### config.mk
export PLATFORM = sky130hd
export DESIGN_NAME = bht_predictor
export DESIGN_NICKNAME = d
export VERILOG_FILES = /design/src/rtl/bht_predictor.sv
export SDC_FILE = /design/constraint.sdc
export NUM_CORES = 2
export LEC_CHECK = 0
export ABC_CLOCK_PERIOD_IN_PS = 16030
export BUFFER_PORTS_ARGS = -buffer_cell sky130_fd_sc_hd__buf_2
export CAP_MARGIN = 15
export CORE_MARGIN = 3
export CORE_UTILIZATION = 45
export CTS_BUF_LIST = sky130_fd_sc_hd__clkbuf_16
export CTS_CLUSTER_SIZE = 16
export DETAILED_ROUTE_END_ITERATION = 8
export PLACE_DENSITY = 0.68
export SYNTH_ARGS = -nofsm -noshare
export SYNTH_HDL_FRONTEND = slang
export SYNTH_SLANG_ARGS = --single-unit
### constraint.sdc
create_clock -name clk -period 16.03 [get_ports clk]
set_input_delay 1.603 -clock clk [delete_from_list [all_inputs] [get_ports clk]]
set_output_delay 1.603 -clock clk [all_outputs]
set_load 0.05 [all_outputs]
### src/rtl/bht_predictor.sv
module bht_predictor #(
  parameter int AW      = 32,
  parameter int ENTRIES = 16
) (
  input  logic          clk,
  input  logic          rst_n,
  input  logic [AW-1:0] fetch_addr,
  output logic [AW-1:0] next_fetch_addr,
  output logic          pred_taken,
  input  logic          resolve_valid,
  input  logic [AW-1:0] resolve_pc,
  input  logic          resolve_taken,
  input  logic [AW-1:0] resolve_target,
  input  logic          resolve_pred_taken,
  output logic          flush,
  output logic [AW-1:0] redirect_addr
);
  localparam int IDXW = $clog2(ENTRIES);
  localparam int TW   = AW - IDXW - 2;

  logic [ENTRIES-1:0] vld_q;
  logic [TW-1:0]      tag_q [ENTRIES];
  logic [AW-1:0]      tgt_q [ENTRIES];
  logic [1:0]         ctr_q [ENTRIES];

  // update side
  logic [IDXW-1:0] u_idx;
  logic [TW-1:0]   u_tag;
  logic            u_hit, u_we;
  logic [1:0]      u_ctr, u_old;
  logic [AW-1:0]   u_tgt;

  assign u_idx = resolve_pc[IDXW+1:2];
  assign u_tag = resolve_pc[AW-1:IDXW+2];
  assign u_old = ctr_q[u_idx];
  assign u_hit = vld_q[u_idx] && (tag_q[u_idx] == u_tag);
  assign u_we  = resolve_valid && (u_hit || resolve_taken);
  assign u_tgt = resolve_taken ? resolve_target : tgt_q[u_idx];

  always_comb begin
    if (!u_hit)                u_ctr = 2'b10;
    else if (resolve_taken)    u_ctr = (u_old == 2'b11) ? u_old : u_old + 2'b01;
    else                       u_ctr = (u_old == 2'b00) ? u_old : u_old - 2'b01;
  end

  // lookup side, with same-cycle bypass of the update
  logic [IDXW-1:0] f_idx;
  logic [TW-1:0]   f_tag, e_tag;
  logic            byp, e_v, f_hit;
  logic [AW-1:0]   e_tgt;
  logic [1:0]      e_ctr;

  assign f_idx = fetch_addr[IDXW+1:2];
  assign f_tag = fetch_addr[AW-1:IDXW+2];
  assign byp   = u_we && (u_idx == f_idx);
  assign e_v   = byp ? 1'b1  : vld_q[f_idx];
  assign e_tag = byp ? u_tag : tag_q[f_idx];
  assign e_tgt = byp ? u_tgt : tgt_q[f_idx];
  assign e_ctr = byp ? u_ctr : ctr_q[f_idx];
  assign f_hit = e_v && (e_tag == f_tag);

  assign pred_taken      = f_hit && e_ctr[1];
  assign next_fetch_addr = pred_taken ? e_tgt : fetch_addr + AW'(4);

  always_ff @(posedge clk) begin
    if (!rst_n) begin
      vld_q <= '0;
      for (int i = 0; i < ENTRIES; i++) begin
        tag_q[i] <= '0;
        tgt_q[i] <= '0;
        ctr_q[i] <= 2'b00;
      end
    end else if (u_we) begin
      vld_q[u_idx] <= 1'b1;
      tag_q[u_idx] <= u_tag;
      tgt_q[u_idx] <= u_tgt;
      ctr_q[u_idx] <= u_ctr;
    end
  end

  always_ff @(posedge clk) begin
    if (!rst_n) begin
      flush         <= 1'b0;
      redirect_addr <= '0;
    end else begin
      flush         <= resolve_valid && (resolve_taken != resolve_pred_taken);
      redirect_addr <= resolve_taken ? resolve_target : resolve_pc + AW'(4);
    end
  end


  miss_seq_chk: assert property (@(posedge clk) disable iff (!rst_n)
    !pred_taken |-> next_fetch_addr == fetch_addr + AW'(4));

  flush_on_mispredict_chk: assert property (@(posedge clk) disable iff (!rst_n)
    resolve_valid && (resolve_taken != resolve_pred_taken) |=> flush);

  redirect_target_chk: assert property (@(posedge clk) disable iff (!rst_n)
    resolve_valid && resolve_taken && !resolve_pred_taken |=> redirect_addr == $past(resolve_target));

  no_flush_chk: assert property (@(posedge clk) disable iff (!rst_n)
    !resolve_valid |=> !flush);

  nt_miss_keep_chk: assert property (@(posedge clk) disable iff (!rst_n)
    resolve_valid && !resolve_taken && !u_hit |=> vld_q == $past(vld_q));

  ctr_sat_hi_chk: assert property (@(posedge clk) disable iff (!rst_n)
    resolve_valid && resolve_taken && u_hit && u_old == 2'b11 |=> ctr_q[$past(u_idx)] == 2'b11);
endmodule

---- After elaboration in Yosys (flattened, before gate mapping) ----
Memories as Yosys holds them, arrays and structs flattened.
Cells that the tools add are included.
storage, ports and cells
  register bits ........................... 49
  memory bits (writable) .................. 960
  input bits .............................. 101
  memories kept ........................... 3
memories
  name   words  bits a word  read ports  clocked after Yosys merged registers in  wr ports  RTL line  source
  tgt_q  16     32           2           0                                        16        23        logic [AW-1:0] tgt_q [ENTRIES];
  tag_q  16     26           2           0                                        16        22        logic [TW-1:0] tag_q [ENTRIES];
  ctr_q  16     2            2           0                                        16        24        logic [1:0] ctr_q [ENTRIES];
cells by class
  add/sub/neg operators ................... 4
  order comparisons ....................... 3
  eq/ne operators ......................... 5
  mux-type cells .......................... 30
  bitwise logic cells ..................... 1
  reduce and logical (&&, ||, !) cells .... 12
operators with widths
  cell                     number
  $mux W32                 5
  $add A32 B3 Y32 const B  2
  $eq A26 B26 Y1           2
  $mux W26                 2
  $reduce_or A32 Y1        1
  $reduce_or A26 Y1        1
  $or A16 B16 Y16          1
  $mux W2                  6
  $mux W4                  3
  $mux W1                  11
  $lt A4 B5 Y1 const B     2
  $bmux W1 S4              2
  $logic_and A1 B1 Y1      7
  $demux W1 S4             1
  $eq A4 B4 Y1             1
  $ge A4 B1 Y1 const B     1
  $add A2 B1 Y2 const B    1
  $eq A2 B2 Y1 const B     1
  $logic_not A2 Y1         1
  $reduce_or A2 Y1         1
  $sub A2 B1 Y2 const B    1
  $logic_or A1 B1 Y1       1
  $ne A1 B1 Y1             1

---- Longest topological paths before layout ----
  depth after elaboration ................. 11
  depth in mapped cells ................... 20
  gate-level depth less buffers ........... 12

---- Least setup slack after synthesis ----
Ideal clock, no wire load.
  kind .................................... input port to output port
  from .................................... in resolve_pc[2]
  to ...................................... out next_fetch_addr[11]
  data arrival time ....................... 5.758 ns
  required time ........................... 14.427 ns
  setup slack ............................. 8.669 ns
  stages on the path ...................... 15
  path through ............................ buf_6 > buf_2 > mux4_2 > a32oi_1 > nor3_1 > a2111oi_2 > o211ai_2 > o41ai_4 > nand2_4 > mux2i_1 > nor4_1 > o2111a_1 > buf_4 > buf_6 > mux2i_1
on the way
  longest elaborated chain between the ends .. 11
  elaborated cells between the ends (all ways) .. 28
RTL lines
  item                                                   RTL line  source
  start: declaration                                     11        input logic [AW-1:0] resolve_pc,
  $mem_v2 Z16 W26 / $bmux W1 S4 (equally long branches)  n/a
  $eq A26 B26 Y1 / $mux W1 (equally long branches)       36        assign u_hit = vld_q[u_idx] && (tag_q[u_idx] == u_tag);
  $logic_and A1 B1 Y1                                    36
  $logic_or A1 B1 Y1                                     37        assign u_we = resolve_valid && (u_hit || resolve_taken);
  $logic_and A1 B1 Y1                                    37
  $logic_and A1 B1 Y1                                    55        assign byp = u_we && (u_idx == f_idx);
  $mux W26                                               57        assign e_tag = byp ? u_tag : tag_q[f_idx];
  $eq A26 B26 Y1                                         60        assign f_hit = e_v && (e_tag == f_tag);
  $logic_and A1 B1 Y1                                    60
  $logic_and A1 B1 Y1                                    62        assign pred_taken = f_hit && e_ctr[1];
  $mux W32 (*)                                           63        assign next_fetch_addr = pred_taken ? e_tgt : fetch_addr + AW'(4);
  end: declaration                                       8         output logic [AW-1:0] next_fetch_addr,
Every way passes the cells marked *; elsewhere a longest branch is shown, timed or not. The select of a mux whose other input is x is not followed.

---- Final worst setup path ----
  from .................................... in resolve_pc[2]
  to ...................................... out next_fetch_addr[1]
The elaborated chain is that of the path after synthesis.

==> flow_metrics.tcl <==
set metrics [dict create \
    run_status "finished, final reports clean" \
    postCtsHoldBufs 0 \
    path_delay_family "buffers and inverters" \
    detail-route-antenna-nets 0 \
    io_buffers 166 \
    pwr-share-clk_pct 39.0 \
    cp.depth 15 \
    worst-slew-pin-transition_ns 1.220 \
    max-cap-violations 0 \
    hold_class "reg -> reg" \
    critical_path.max_fanout 68 \
    cpMostUsedCell "sky130_fd_sc_hd__buf_4" \
    fin_worst_hold_slack_ns 0.4604 \
    grt_setup_unrepaired "false" \
    first_iter_violations 6188 \
    synth_largest_area_cell "sky130_fd_sc_hd__edfxtp_1" \
    floorplan.die.width_um 351.1 \
    totalWireLength_mm 187.5 \
    r2r_slack_ns 9.47 \
    post-place-ws_ns 6.051 \
    clk_latency_ns 0.73 \
    clock-skew-final_ns 0.07088 \
    timing.slew.headroom_pct 18.65 \
    start_util_pct 45.75 \
    finalCoreUtilization_pct 50.70 \
    design.core.area_um2 117100 \
    period_minus_slack_ns 10.16 \
    worst_reg2reg_path_depth 13 \
    total_switching_power_mw 1.681 \
    grt_pass1_vias 36220 \
    layout-drive-gt1-share_pct 26.16 \
    finalSetupTns_ns 0 \
    synth_enable_flop_cells 960 \
    final_wtd_congestion 0.9875 \
    ys_seq_elements 1009 \
    cts-root-to-sink-buffers 3 \
    number_of_core_rows 125 \
    fin_total_pwr_mw 6.423 \
    avgSynthCellArea_um2 14.19 \
    leading_cell_types_by_count_after_synthesis "sky130_fd_sc_hd__edfxtp_1 (960), sky130_fd_sc_hd__nor2_1 (809), sky130_fd_sc_hd__mux4_2 (532)" \
    instances_no_fill 5395 \
    vias 36470 \
    routedWlPerCell_um 34.76 \
    cts-resized-gates 0 \
    path_class "in -> out" \
    antenna_violations_before_repair 13 \
    power_internal_mw 4.743 \
    tritoncts "yes" \
    synthesis.nets 3884 \
    final_instance_area_um2 59390 \
    dp.final_hpwl_mm 107.3 \
    peakVddDrop_uv 92.52 \
    critical_path_required_ns 14.43 \
    i_o_pin_count 167 \
    worstSetupEndpointType "output pin" \
    yosysMostFrequentCell "sky130_fd_sc_hd__edfxtp_1" \
    grt_first_pass_wirelength_mm 264.4 \
    synth.lib_cells_used.distinct 74 \
    achievable-frequency_mhz 98.44 \
    slew_violations 0 \
    dp.cells 5191 \
    ys.flop_type "sky130_fd_sc_hd__edfxtp_1" \
    critical_path.n_buffers_inverters 5 \
    grt_start_max_net_pins 107 \
    remaining_drc_errors 0 \
    synth_seq_area_share_pct 55.62 \
    post-route-period-util_pct 63.37 \
    number_of_synthesis_warnings 0 \
    power_frac_seq_pct 47.6 \
    cts.sink_count 1009 \
    post-synth-top-area-fraction_pct 53.79 \
    drt_first_pass_iters 6 \
    area_growth_syn_to_layout_pct 10.81 \
    worstHoldPathCells 2 \
    timing.critical_path.arrival_ns 8.56 \
    detailed_place.area_um2 55870 \
    p_sw_share_pct 26.17 \
    ys_async_sr_fraction_pct 0 \
    path_cells "buf_8 -> buf_4 -> buf_4 -> mux4_2 -> mux2i_1 -> nor4_1 -> o311ai_1 -> nor4_2 -> and2_1 -> or2_1 -> nor4_1 -> o2111a_2 -> buf_4 -> mux2_2 -> buf_2" \
    numCtsBuffers 105 \
    fin_ws_ns 5.871 \
    power_per_cell_area_nw_per_um2 108.2 \
    leakagePower_nw 21.02 \
    area_of_the_die_um2 123300 \
    setup_violations 0 \
    critPathLaunchType "input port" \
    synth_top_cells_by_area "sky130_fd_sc_hd__edfxtp_1 (54%), sky130_fd_sc_hd__mux4_2 (22%), sky130_fd_sc_hd__nor2_1 (5.7%)" \
    syn-cell-area_um2 53600 \
    clock-root-buffer "sky130_fd_sc_hd__clkbuf_16" \
    finalHoldViolCount 0 \
    fin_nets 3881 \
    drt-vias-per-instance 6.760 \
    grt_remaining_overflow 0 \
    die_y_um 351.1 \
    clock_tree.htree_level_count 3 \
    grt_util_all_layers_pct 30.37 \
    cts.clk_slew.worst_paths_ns 0.06 \
    post_cts_setup_buffer_count 0 \
    combinationalPowerShare_pct 13.3 \
    slowest_delay_ns 0.80 \
    critical-path-slowest-cell "sky130_fd_sc_hd__buf_4" \
    syn_inst 3778 \
]
## cell families (layout without fill, tap and decap cells)
group,count (synthesis),in the layout,share of synthesized area [%]
and+or+nand+nor,1359,1359,11.24
AOI/OAI and AO/OA,209,209,2.848
xor gates and xnor gates,117,117,1.912
adders and majority gates,7,7,0.1541
muxes,669,669,24.93
buffers and inverters,408,495,3.303
DFF,1009,1009,55.62
other,0,6,0
## layer usage
metal  global-route usage (%)  wire [um]  vias up
li1                         -          -    14340
met1                    40.36      65570    18450
met2                    45.65      83380     3119
met3                    9.739      28510      559
met4                    14.11      10030        6
met5                        0         41        -
## cell type report
type	instances	area, um^2
fill	9635	57750
sequential	1009	29810
multi-input combinational	2361	22370
clock buffer	107	2678
tap	1524	1907
timing repair buffer	268	1679
clock inverter	90	817.0
inverter	30	115.1
antenna	6	15.01
## registers in the layout, indices dropped and copies added, names as in the netlist
register       flops
ctr_q             32
flush              1
redirect_addr     32
tag_q            416
tgt_q            512
vld_q             16
## layout by cell type, fill, tap and decap left out, types with 27 or more instances in the layout
cell	count
sky130_fd_sc_hd__dfxtp_1	49
sky130_fd_sc_hd__buf_2	158
sky130_fd_sc_hd__xnor2_1	70
sky130_fd_sc_hd__xor2_1	47
sky130_fd_sc_hd__mux4_2	532
sky130_fd_sc_hd__nand3_1	29
sky130_fd_sc_hd__buf_4	102
sky130_fd_sc_hd__a21oi_1	40
sky130_fd_sc_hd__nor2_1	807
sky130_fd_sc_hd__and2_1	234
sky130_fd_sc_hd__a22oi_1	27
sky130_fd_sc_hd__edfxtp_1	960
sky130_fd_sc_hd__clkbuf_16	107
sky130_fd_sc_hd__mux2i_1	131
sky130_fd_sc_hd__o21ai_0	31
sky130_fd_sc_hd__and3_1	31
sky130_fd_sc_hd__inv_1	46
sky130_fd_sc_hd__nand2_1	146
## final timing paths
check | from | endpoint
hold / removal | vld_q[2] | vld_q[2]
setup / recovery | resolve_pc[2] | next_fetch_addr[1]
setup reg to reg | tag_q[2][25] | tag_q[7][12]
hold reg to reg | vld_q[2] | vld_q[2]
## power groups by stage
stage                     registers, mW  clock network (mW)  logic, mW
after floorplan                    3.11                   0      0.522
after global placement             3.10                   0      0.831
after detailed placement           3.11                   0      0.833
after CTS                          3.06                2.51      0.836
after global routing               3.07                2.62      0.878
final                              3.06                2.51      0.856
## worst reg2reg max path, cell delays in order (launching register included)
cell and delay (ns):
sky130_fd_sc_hd__edfxtp_1 0.37, sky130_fd_sc_hd__mux2i_1 0.08, sky130_fd_sc_hd__a22o_1 0.27, sky130_fd_sc_hd__o21ai_1 0.41
sky130_fd_sc_hd__a41oi_1 0.29, sky130_fd_sc_hd__a2111oi_2 0.51, sky130_fd_sc_hd__o211ai_2 0.25, sky130_fd_sc_hd__nor4_2 0.41
sky130_fd_sc_hd__nor2_1 0.22, sky130_fd_sc_hd__nor2_4 0.17, sky130_fd_sc_hd__buf_4 0.50, sky130_fd_sc_hd__nand3_4 0.97
sky130_fd_sc_hd__nand2_4 1.04, sky130_fd_sc_hd__buf_4 0.69
Power figures use the tool's default switching activity.
